<file path="config.mk">
export PLATFORM = sky130hd
export DESIGN_NAME = zidx_unit
export DESIGN_NICKNAME = d
export VERILOG_FILES = /design/src/rtl/zidx_pkg.sv /design/src/rtl/zidx_win_cmp.sv /design/src/rtl/zidx_pulse_gen.sv /design/src/rtl/zidx_capture.sv /design/src/rtl/zidx_unit.sv
export SDC_FILE = /design/constraint.sdc
export NUM_CORES = 1
export LEC_CHECK = 0
export BUFFER_PORTS_ARGS = -buffer_cell sky130_fd_sc_hd__buf_2
export CAP_MARGIN = 20
export CORE_ASPECT_RATIO = 1.75
export CORE_MARGIN = 4
export CORE_UTILIZATION = 40
export DETAILED_ROUTE_END_ITERATION = 7
export PLACE_DENSITY = 0.79
export SLEW_MARGIN = 5
export SYNTH_ARGS = -nofsm -noshare
export SYNTH_HDL_FRONTEND = slang
export SYNTH_SLANG_ARGS = --single-unit
</file>
<file path="constraint.sdc">
create_clock -name clk -period 1.9 [get_ports clk]
set_clock_uncertainty 0.15 [all_clocks]
set_input_delay 0.095 -clock clk [delete_from_list [all_inputs] [get_ports clk]]
set_output_delay 0.095 -clock clk [all_outputs]
set_load 0.05 [all_outputs]
</file>
<file path="src/rtl/zidx_pkg.sv">
package zidx_pkg;
  typedef enum logic {
    CAP_ON_Z   = 1'b0,
    CAP_ON_WIN = 1'b1
  } cap_sel_e;

  localparam int unsigned THR_SHIFT = 2;
endpackage

</file>
<file path="src/rtl/zidx_win_cmp.sv">
module zidx_win_cmp #(
  parameter int unsigned SAMP_W = 10,
  parameter int unsigned THR_W  = 6
) (
  input  logic                     clk,
  input  logic                     rst_n,
  input  logic signed [SAMP_W-1:0] samp_i,
  input  logic signed [THR_W-1:0]  thr_i,
  output logic                     win_o,
  output logic                     rise_o
);
  import zidx_pkg::*;

  localparam int unsigned WIDE   = (SAMP_W > THR_W + THR_SHIFT) ? SAMP_W : THR_W + THR_SHIFT;
  localparam int unsigned CMP_W  = WIDE + 1;

  logic signed [CMP_W-1:0] samp_ext;
  logic signed [CMP_W-1:0] thr_ext;
  logic signed [CMP_W-1:0] lim;
  logic                    win_d;
  logic                    win_q;

  always_comb begin
    samp_ext = CMP_W'(samp_i);
    thr_ext  = CMP_W'(thr_i);
    lim      = thr_ext <<< THR_SHIFT;
    win_d    = (samp_ext > lim);
    rise_o   = win_d & ~win_q;
  end

  always_ff @(posedge clk or negedge rst_n) begin
    if (!rst_n) win_q <= 1'b0;
    else        win_q <= win_d;
  end

  assign win_o = win_q;
endmodule

</file>
<file path="src/rtl/zidx_pulse_gen.sv">
module zidx_pulse_gen #(
  parameter int unsigned WID_W = 4
) (
  input  logic             clk,
  input  logic             rst_n,
  input  logic             ab_edge_i,
  input  logic             rise_i,
  input  logic [WID_W-1:0] width_i,
  output logic             z_o,
  output logic             start_o
);
  logic             z_q, z_d;
  logic [WID_W-1:0] rem_q, rem_d;
  logic             upd_en;

  always_comb begin
    start_o = rise_i & ab_edge_i & ~z_q;
    upd_en  = start_o | (z_q & ab_edge_i);
    z_d     = z_q;
    rem_d   = rem_q;
    if (start_o) begin
      z_d   = 1'b1;
      rem_d = width_i;
    end else if (z_q && ab_edge_i) begin
      if (rem_q == '0) z_d   = 1'b0;
      else             rem_d = rem_q - 1'b1;
    end
  end

  always_ff @(posedge clk or negedge rst_n) begin
    if (!rst_n) begin
      z_q   <= 1'b0;
      rem_q <= '0;
    end else if (upd_en) begin
      z_q   <= z_d;
      rem_q <= rem_d;
    end
  end

  assign z_o = z_q;
endmodule

</file>
<file path="src/rtl/zidx_capture.sv">
module zidx_capture #(
  parameter int unsigned POS_W = 24
) (
  input  logic             clk,
  input  logic             rst_n,
  input  logic             cap_sel_i,
  input  logic             clr_en_i,
  input  logic             z_start_i,
  input  logic             win_rise_i,
  input  logic [POS_W-1:0] pos_i,
  output logic [POS_W-1:0] cap_pos_o,
  output logic             cap_vld_o,
  output logic             cnt_clr_o
);
  import zidx_pkg::*;

  logic             cap_evt;
  logic             clr_d;
  logic [POS_W-1:0] pos_q;
  logic             vld_q;
  logic             clr_q;

  always_comb begin
    cap_evt = (cap_sel_e'(cap_sel_i) == CAP_ON_WIN) ? win_rise_i : z_start_i;
    clr_d   = z_start_i & clr_en_i;
  end

  always_ff @(posedge clk or negedge rst_n) begin
    if (!rst_n)       pos_q <= '0;
    else if (cap_evt) pos_q <= pos_i;
  end

  always_ff @(posedge clk or negedge rst_n) begin
    if (!rst_n) begin
      vld_q <= 1'b0;
      clr_q <= 1'b0;
    end else begin
      vld_q <= cap_evt;
      clr_q <= clr_d;
    end
  end

  assign cap_pos_o = pos_q;
  assign cap_vld_o = vld_q;
  assign cnt_clr_o = clr_q;
endmodule

</file>
<file path="src/rtl/zidx_unit.sv">
module zidx_unit #(
  parameter int unsigned SAMP_W  = 10,
  parameter int unsigned THR_W   = 6,
  parameter int unsigned WID_W   = 4,
  parameter int unsigned INTER_W = 8,
  parameter int unsigned POS_W   = 24
) (
  input  logic                     clk,
  input  logic                     rst_n,
  input  logic signed [SAMP_W-1:0] samp_i,
  input  logic                     ab_edge_i,
  input  logic [POS_W-1:0]         pos_i,
  input  logic signed [THR_W-1:0]  cfg_thr_i,
  input  logic [WID_W-1:0]         cfg_width_i,
  input  logic [INTER_W-1:0]       cfg_interp_i,
  input  logic                     cfg_cap_sel_i,
  input  logic                     cfg_clr_en_i,
  output logic                     z_o,
  output logic                     win_o,
  output logic [POS_W-1:0]         cap_pos_o,
  output logic                     cap_vld_o,
  output logic                     cnt_clr_o,
  output logic                     cfg_err_o
);
  localparam int unsigned CHK_W = ((WID_W > INTER_W) ? WID_W : INTER_W) + 1;

  logic win_rise;
  logic z_start;
  logic err_d, err_q;

  zidx_win_cmp #(.SAMP_W(SAMP_W), .THR_W(THR_W)) u_cmp (
    .clk    (clk),
    .rst_n  (rst_n),
    .samp_i (samp_i),
    .thr_i  (cfg_thr_i),
    .win_o  (win_o),
    .rise_o (win_rise)
  );

  zidx_pulse_gen #(.WID_W(WID_W)) u_pulse (
    .clk       (clk),
    .rst_n     (rst_n),
    .ab_edge_i (ab_edge_i),
    .rise_i    (win_rise),
    .width_i   (cfg_width_i),
    .z_o       (z_o),
    .start_o   (z_start)
  );

  zidx_capture #(.POS_W(POS_W)) u_cap (
    .clk        (clk),
    .rst_n      (rst_n),
    .cap_sel_i  (cfg_cap_sel_i),
    .clr_en_i   (cfg_clr_en_i),
    .z_start_i  (z_start),
    .win_rise_i (win_rise),
    .pos_i      (pos_i),
    .cap_pos_o  (cap_pos_o),
    .cap_vld_o  (cap_vld_o),
    .cnt_clr_o  (cnt_clr_o)
  );

  always_comb begin
    err_d = (CHK_W'(cfg_width_i) >= CHK_W'(cfg_interp_i));
  end

  always_ff @(posedge clk or negedge rst_n) begin
    if (!rst_n) err_q <= 1'b0;
    else        err_q <= err_d;
  end

  assign cfg_err_o = err_q;
endmodule

</file>
After elaboration in Yosys (flattened, before gate mapping)

Index checks and enable logic that the tools add are counted.
W data, S select, Z words.

Equal/unequal tests: 1
Magnitude comparators: 2
Bitwise operators: 8
Multiplexer cells: 7
Reductions and logical operators: 6
Add/sub/neg operators: 1

Operator list:

| operator              | number |
|---|---|
| $mux W4               | 3 |
| $gt A10 B8 Y1         | 1 |
| $ge A4 B8 Y1          | 1 |
| $reduce_and A3 Y1     | 2 |
| $and A1 B1 Y1         | 5 |
| $logic_not A4 Y1      | 1 |
| $mux W1               | 4 |
| $reduce_bool A2 Y1    | 2 |
| $sub A4 B1 Y4 const B | 1 |
| $ne A2 B1 Y1 const B  | 1 |
| $not A1 Y1            | 2 |
| $logic_and A1 B1 Y1   | 1 |
| $or A1 B1 Y1          | 1 |

Bits in registers: 33

Depth between registers and ports, before layout

Gate-level depths: netlist (run 1).

Depth in word-level cells: 6
Mapped depth: 9
Gate-level depth less buffers: 8

Modules after synthesis

Synthesis (run 1) repeated with hierarchy kept, for this count alone.

Cell total of the unflattened synthesis: 133
Area, all modules: 1721.7 um2

Modules (own cells, without submodules):

| module         | cells an instance | area each (um2) | seq. area each (um2) | times used |
|---|---|---|---|---|
| zidx_capture   | 55                | 1054.8          | 650.6                | 1 |
| zidx_pulse_gen | 33                | 292.8           | 125.1                | 1 |
| zidx_win_cmp   | 29                | 241.5           | 25.0                 | 1 |
| zidx_unit      | 16                | 132.6           | 25.0                 | 1 |

Least setup slack after synthesis (run 1)

No wires, ideal clock.

Path type: input to register
From: in cfg_thr_i[5]
To: reg u_cap.pos_q[12], in the netlist u_cap.cap_pos_o[12]
Path slack: -0.372 ns
Data required time: 1.625 ns
Buffers on the path: 1
Stages: 9
Arrival time: 1.997 ns
Cell sequence: inv_1 > ha_1 > nand2_1 > nor2_1 > a211oi_4 > a21boi_4 > mux2i_4 > buf_6 > mux2_4

Cells in the longest elaborated chain, start to end: 5

Ends and longest elaborated chain:

| item                        | RTL line             | source |
|---|---|---|
| start: declaration          | zidx_unit.sv:13      | `input logic signed [THR_W-1:0] cfg_thr_i,` |
| $gt A10 B8 Y1 (*)           | zidx_win_cmp.sv:27   | `win_d = (samp_ext > lim);` |
| $and A1 B1 Y1 (*)           | zidx_win_cmp.sv:28   | `rise_o = win_d & ~win_q;` |
| $and A1 B1 Y1 (2 in series) | zidx_pulse_gen.sv:17 | `start_o = rise_i & ab_edge_i & ~z_q;` |
| $mux W1 (*)                 | zidx_capture.sv:24   | `cap_evt = (cap_sel_e'(cap_sel_i) == CAP_ON_WIN) ? win_rise_i : z_start_i;` |
| end signal: assignment      | zidx_capture.sv:30   | `else if (cap_evt) pos_q <= pos_i;` |
| end: declaration            | zidx_capture.sv:19   | `logic [POS_W-1:0] pos_q;` |

Every way passes the cells marked *; elsewhere a longest branch is shown, timed or not.
A chain may end at the register's enable or synchronous reset.

Worst setup path in the final report (run 1)

From: reg u_pulse.rem_q[1]
To: reg u_pulse.rem_q[3]

Cells in the longest elaborated chain, start to end: 4

Ends and longest elaborated chain:

| item                     | RTL line             | source |
|---|---|---|
| start: declaration       | zidx_pulse_gen.sv:13 | `logic [WID_W-1:0] rem_q, rem_d;` |
| start signal: assignment | zidx_pulse_gen.sv:36 | `rem_q <= rem_d;` |
| $sub A4 B1 Y4            | zidx_pulse_gen.sv:26 | `else rem_d = rem_q - 1'b1;` |
| $mux W4                  | zidx_pulse_gen.sv:25 | `if (rem_q == '0) z_d = 1'b0;` |
| $mux W4                  | zidx_pulse_gen.sv:24 | `end else if (z_q && ab_edge_i) begin` |
| $mux W4                  | zidx_pulse_gen.sv:21 | `if (start_o) begin` |

Several ways; a longest one is shown, not always the timed one. The select of a mux whose other input is x is not followed.

==> impl_metrics.ini, run 1 <==
[sta]
hold_ws_ns = 0.0467
worst_pin_slew_ns = 0.405
rsz0062_at_grt = yes
slew_violations = 0
clock.fmax_mhz = 515
hold_violations = 0
finalWorstSetupSlack_ns = -0.0422
setup_viol = 9
relSlewSlack_pct = 73.0
min_period_over_period_pct = 102
fin_crit_ns = 1.94

[grt]
grtUsageMet1_pct = 18.7
grt_use_met3_pct = 2.86
globalRouteTotalUtil_pct = 19.0
gr-usage-met2_pct = 35.8
antenna_found_initial = 0
grt_pass1_vias = 1869
grt_max_degree = 20
grt_pass1_wl_mm = 8.57
busiest_layer = met2
overflow = 0

[die]
pin_count = 86
die_h_um = 99.2
die_w_um = 60.1
rows = 33
coreArea_um2 = 4670
start_util_pct = 40.8
die_area_um2 = 5970

[synthesis]
yosysUniqueCellTypes = 36
synthCells = 159
syn_nets = 229
yosys_warnings = 0
synth-seq-area-share_pct = 43.4
syn_area_um2 = 1900
synth_top_area_share_pct = 43.4
async_flop_share_pct = 100
ys_ff_latch = 33
synth-edff-count = 0
syn_area_per_cell_um2 = 12.0
netlist_top_cells_area = dfrtp_1 43%, mux2_4 15%, ha_1 8.6%
synthFlopType = dfrtp_1
synth_top_area_cell = dfrtp_1

[detailed_routing]
routed_wirelength_mm = 5.93
drtPass1Iterations = 4
drt_iter0_markers = 66
viasPerCell = 5.03
via_count = 1769
drc_errors = 0
ant_nets = 0
wl_per_cell_um = 16.8

[place]
dp_slack_ns = -0.385
io_buffers = 85
gp_congestion = 0.711
dp_hpwl_mm = 3.42

[finish]
mostFrequentLayoutCell = buf_2
drive_above_1_share_pct = 58.3
areaGrowthSynthToFinish_pct = 71.2
nFillCells = 329
layout_common_cells = 84 x buf_2, 32 x dfrtp_1, 31 x dlygate4sd3_1
nNetsFinal = 369
antenna_cells = 0

[job]
drv_cap = 0

[critical_path]
crit_fanout = 3
arrival_ns = 1.97
crit_required_ns = 1.92
critPathCaptureType = flip-flop
crit_path_start_kind = flip-flop
critPathKind = reg2reg
ff2ff_path_depth = 6

[run_status]
status = finished with violations
violations = setup timing

[hold_path]
min_path_type = in2reg
holdPathStages = 3

[cts]
cts_max_level = 2
cts.sinks = 33
tritoncts = built
cts_root_buffer = clkbuf_8
cts_buffers = 5
clk_pin_slew_ns = 0.06
clk_latency_ns = 0.29
cts_buffer_depth = 2

[power]
power_uw = 4770
peakVddDrop_v = 0.00147
p_per_area_nw_per_um2 = 1460
p_leak_uw = 0.00161
-- logic make-up (layout without fill, tap and decap cells) --
family	Yosys count	after routing	share of synthesized area (%)
DFF	33	33	43.4
and+or+nand+nor	46	46	13.8
adders and majority gates	13	13	8.55
muxes	27	27	20.2
xor gates and xnor gates	2	2	0.921
buffers and inverters	19	160	4.61
AOI/OAI and AO/OA	19	19	8.55
-- sequential cells by signal, indices dropped and copies added (netlist names) --
name	count
u_pulse.z_o	1
u_cmp.win_o	1
u_cap.cap_pos_o	24
cfg_err_o	1
u_cap.cap_vld_o	1
u_cap.cnt_clr_o	1
u_pulse.rem_q	4
-- path summary, 6_finish.rpt --
check	from	end	slack, ns
setup / recovery	u_pulse.rem_q[1]	u_pulse.rem_q[3]	-0.04
hold / removal	cfg_width_i[2]	u_pulse.rem_q[2]	0.05
setup reg to reg	u_pulse.rem_q[1]	u_pulse.rem_q[3]	-0.04
hold reg to reg	u_cap.cap_pos_o[3]	u_cap.cap_pos_o[3]	0.36
max in group asynchronous	rst_n	u_cap.cap_pos_o[7]	1.00
min in group asynchronous	rst_n	u_cap.cnt_clr_o	0.11
-- cells in the mapped netlist (2+ instances only) --
| cell | instances |
|---|---|
| clkbuf_1 | 2 |
| a221oi_1 | 4 |
| and2_1 | 2 |
| nand4bb_1 | 2 |
| nor2_1 | 7 |
| o211a_1 | 2 |
| a21o_1 | 2 |
| inv_1 | 13 |
| nand2_1 | 10 |
| ha_1 | 13 |
| a21oi_1 | 5 |
| mux2_4 | 19 |
| nand3_1 | 3 |
| and3_1 | 2 |
| nor3b_1 | 7 |
| o211ai_1 | 2 |
| mux2i_1 | 2 |
| nand4b_1 | 2 |
| dfrtp_1 | 33 |
| mux2_2 | 5 |
| nor3_1 | 4 |
| buf_6 | 2 |
| nand2b_1 | 3 |
-- through the flow --
step                      area [µm²]  std cells  util, %  setup TNS, ns
after global routing            3260        352     69.8          -1.56
after global placement          2540        305     54.4          -7.77
final                           3260        352     69.8         -0.170
after floorplan                 1960        159        -          -3.82
after detailed placement        2540        305     54.4          -9.28
after CTS                       3060        346     65.6         -0.221
-- critical path, cell delays in order, from the launching register on --
cell and delay [ns]:
dfrtp_1 0.40, buf_4 0.15, nor4_4 0.37, mux2i_2 0.32
nor3b_1 0.21, a221oi_1 0.08, o211a_1 0.14
-- area by class of cell --
| cell class | count | area [µm²] | area share [%] |
|---|---|---|---|
| multi-input combinational | 107 | 1190 | 36.7 |
| timing repair buffer | 139 | 988 | 30.4 |
| sequential | 33 | 827 | 25.4 |
| clock buffer | 5 | 68.8 | 2.11 |
| inverter | 13 | 65.1 | 2.00 |
| tap | 52 | 65.1 | 2.00 |
| clock inverter | 3 | 46.3 | 1.42 |
-- report_power, final --
part / leakage (µW) / internal, µW / switching (µW)
logic: 0.00116 / 1130 / 1700
registers: 0.000394 / 1030 / 242
clock network: 0.0000543 / 392 / 270
-- routing by layer --
layer  vias to the layer above  part of all wire [%]
li1                        842                     -
met1                       848                    35
met2                        64                    56
met3                        15                   5.8
met4                         0                   3.4
met5                         -                     0
-- repair_timing --
| item | in CTS | in global routing |
|---|---|---|
| hold endpoints to repair | 62 | 0 |
| pin swaps | 2 | 9 |
| endpoints found under the setup margin | 26 | 28 |
| resized for setup | 16 | 27 |
| hold buffers | 31 | 0 |
| cloned | 1 | 1 |
| buffers inserted | 1 | 5 |
Note: power is estimated with default switching activity, not from simulation.
==> run 2, diff against run 1 <==
--- a/config.mk
+++ b/config.mk
@@ -11,7 +11,7 @@
 export CORE_MARGIN = 4
 export CORE_UTILIZATION = 40
 export DETAILED_ROUTE_END_ITERATION = 7
-export PLACE_DENSITY = 0.79
+export PLACE_DENSITY = 0.76
 export SLEW_MARGIN = 5
 export SYNTH_ARGS = -nofsm -noshare
 export SYNTH_HDL_FRONTEND = slang
==> constraint.sdc (replaced) <==
create_clock -name clk -period 2.5 [get_ports clk]
set_clock_uncertainty 0.15 [all_clocks]
set_input_delay 0.125 -clock clk [delete_from_list [all_inputs] [get_ports clk]]
set_output_delay 0.125 -clock clk [all_outputs]
set_load 0.05 [all_outputs]
==> run 2 against run 1 <==
Compared with the run above: hold slack got worse by 0.035 ns; global-route usage decreased by 2.1 points; sequential share of layout area increased by 4.2 points; the run now ends clean; power decreased by 32%; via count decreased by 6.2%; register-to-register slack improved by 0.54 ns; cell area decreased by 14%; highest routed layer unchanged.
==> impl_metrics.ini, run 2 (same netlist as run 1, synthesis figures left out) <==
[die]
die_w_um = 60.1
die_h_um = 99.2
die_area_um2 = 5970
rows = 33
coreArea_um2 = 4670
start_util_pct = 40.8
pin_count = 86

[power]
p_int_uw = 1740
p_comb_share_pct = 55.6
p_sw_share_pct = 46.3
pwr-share-seq_pct = 28.4
peakVddDrop_v = 0.000875
clockPowerShare_pct = 16.0
p_per_area_nw_per_um2 = 1160
p_sw_uw = 1500
p_leak_uw = 0.00144

[sta]
worst_pin_slew_ns = 0.724
min_period_over_period_pct = 83.8
rsz0062_at_grt = no
clock.fmax_mhz = 477
hold_violations = 0
relSlewSlack_pct = 51.7
fin_crit_ns = 2.10
slew_violations = 0
setup_viol = 0
tns_ns = 0

[critical_path]
crit_path_start_kind = input port
arrival_ns = 2.11
critPathCaptureType = flip-flop
reg2reg_slack_ns = 0.50
critPathKind = in2reg
crit_required_ns = 2.52
crit_fanout = 25

[grt]
overflow = 0
grt_pass1_vias = 1750
grt_pass1_wl_mm = 7.67
antenna_found_initial = 0
grt_max_degree = 34
globalRouteTotalUtil_pct = 16.9

[cts]
tritoncts = built
postCtsSetupRepairBufs = 0
clk_latency_ns = 0.28
cts.sinks = 33
clk_pin_slew_ns = 0.07
cts_max_level = 2
cts_root_buffer = clkbuf_8
cts_buffer_depth = 2
cts_resized = 0
cts_buffers = 5

[finish]
drive_above_1_share_pct = 44.6
areaGrowthSynthToFinish_pct = 46.8
stdcell_count = 330
antenna_cells = 0
largest_reg_flops = 24
final_util_pct = 59.9
layout_common_cells = 85 x buf_2, 33 x dfrtp_1, 28 x dlygate4sd3_1
nNetsFinal = 347
mostFrequentLayoutCell = buf_2

[place]
gp_congestion = 0.693
io_buffers = 85
placedCellCount = 294
dp_hpwl_mm = 3.20

[detailed_routing]
wl_per_cell_um = 14.7
drtPass1Iterations = 4
ant_nets = 0
viasPerCell = 5.03
routed_wirelength_mm = 4.85
via_count = 1660
drc_errors = 0
drt_iter0_markers = 67

[job]
drv_cap = 0

[hold_path]
min_path_type = in2reg

[run_status]
status = finished, final reports clean
## run 2: cell count changes in the layout (fill, tap and decap cells not counted), moves of 5 or more
cell / before / now
ha_4: 6 / 0
buf_4: 17 / 3
mux2_4: 24 / 19
ha_1: 7 / 13
mux2_2: 0 / 5
## run 2: cell type report
class                           instances  area [µm²]
Fill cell                             395        1870
Multi-Input combinational cell        107         988
Sequential cell                        33         826
Timing Repair Buffer                  117         748
Clock buffer                            7        86.3
Tap cell                               52        65.1
Inverter                               13        48.8
Clock inverter                          1        30.0
## run 2: worst paths after layout
kind                                     from             endpoint  depth (start not counted)
max                              cfg_thr_i[5]   u_cap.cap_pos_o[7]                         10
min                                 ab_edge_i          u_pulse.z_o                          3
max reg2reg                       u_pulse.z_o   u_cap.cap_pos_o[7]                          6
min reg2reg                u_cap.cap_pos_o[6]   u_cap.cap_pos_o[6]                          1
max in group asynchronous               rst_n            cfg_err_o                          2
min in group asynchronous               rst_n  u_cap.cap_pos_o[17]                          2
## run 2: routing by layer
metal | GRT usage [%] | up-vias | wire [µm]
met2 | 30.8 | 65 | 2560
met4 | 8.36 | 0 | 119
met3 | 2.21 | 9 | 278
met5 | 0 | - | 0
li1 | - | 800 | -
met1 | 18.0 | 786 | 1900
## run 2: power by group through the flow
stage	combinational, µW	sequential [µW]	clock (µW)
finish	1800	922	518
global route	1900	949	544
CTS	1800	910	526
detailed placement	1760	917	0
global placement	1740	903	0
floorplan	606	1680	0
## run 2: what timing repair did
item	4_1_cts	5_1_grt
endpoints found under the hold margin	59	0
hold buffers	28	0
endpoints found under the setup margin	0	0
## run 2: through the flow
step | area [µm²] | hold WS (ns) | worst slack [ns] | power (µW)
2_1_floorplan | 1900 | -0.321 | 0.198 | 2280
3_3_place_gp | 2400 | 0.0568 | 0.154 | 2640
3_5_place_dp | 2400 | 0.0728 | 0.0971 | 2670
4_1_cts | 2790 | 0.00610 | 0.395 | 3230
5_1_grt | 2790 | 0.0297 | 0.305 | 3400
6_report | 2790 | 0.0120 | 0.404 | 3240
## run 2: critical path, cell delays in order
cell,delay (ns)
buf_2,0.09
inv_1,0.09
ha_1,0.25
a21oi_1,0.15
nor2_1,0.08
a211oi_4,0.21
a21boi_4,0.25
mux2i_4,0.27
buf_12,0.23
mux2_2,0.36
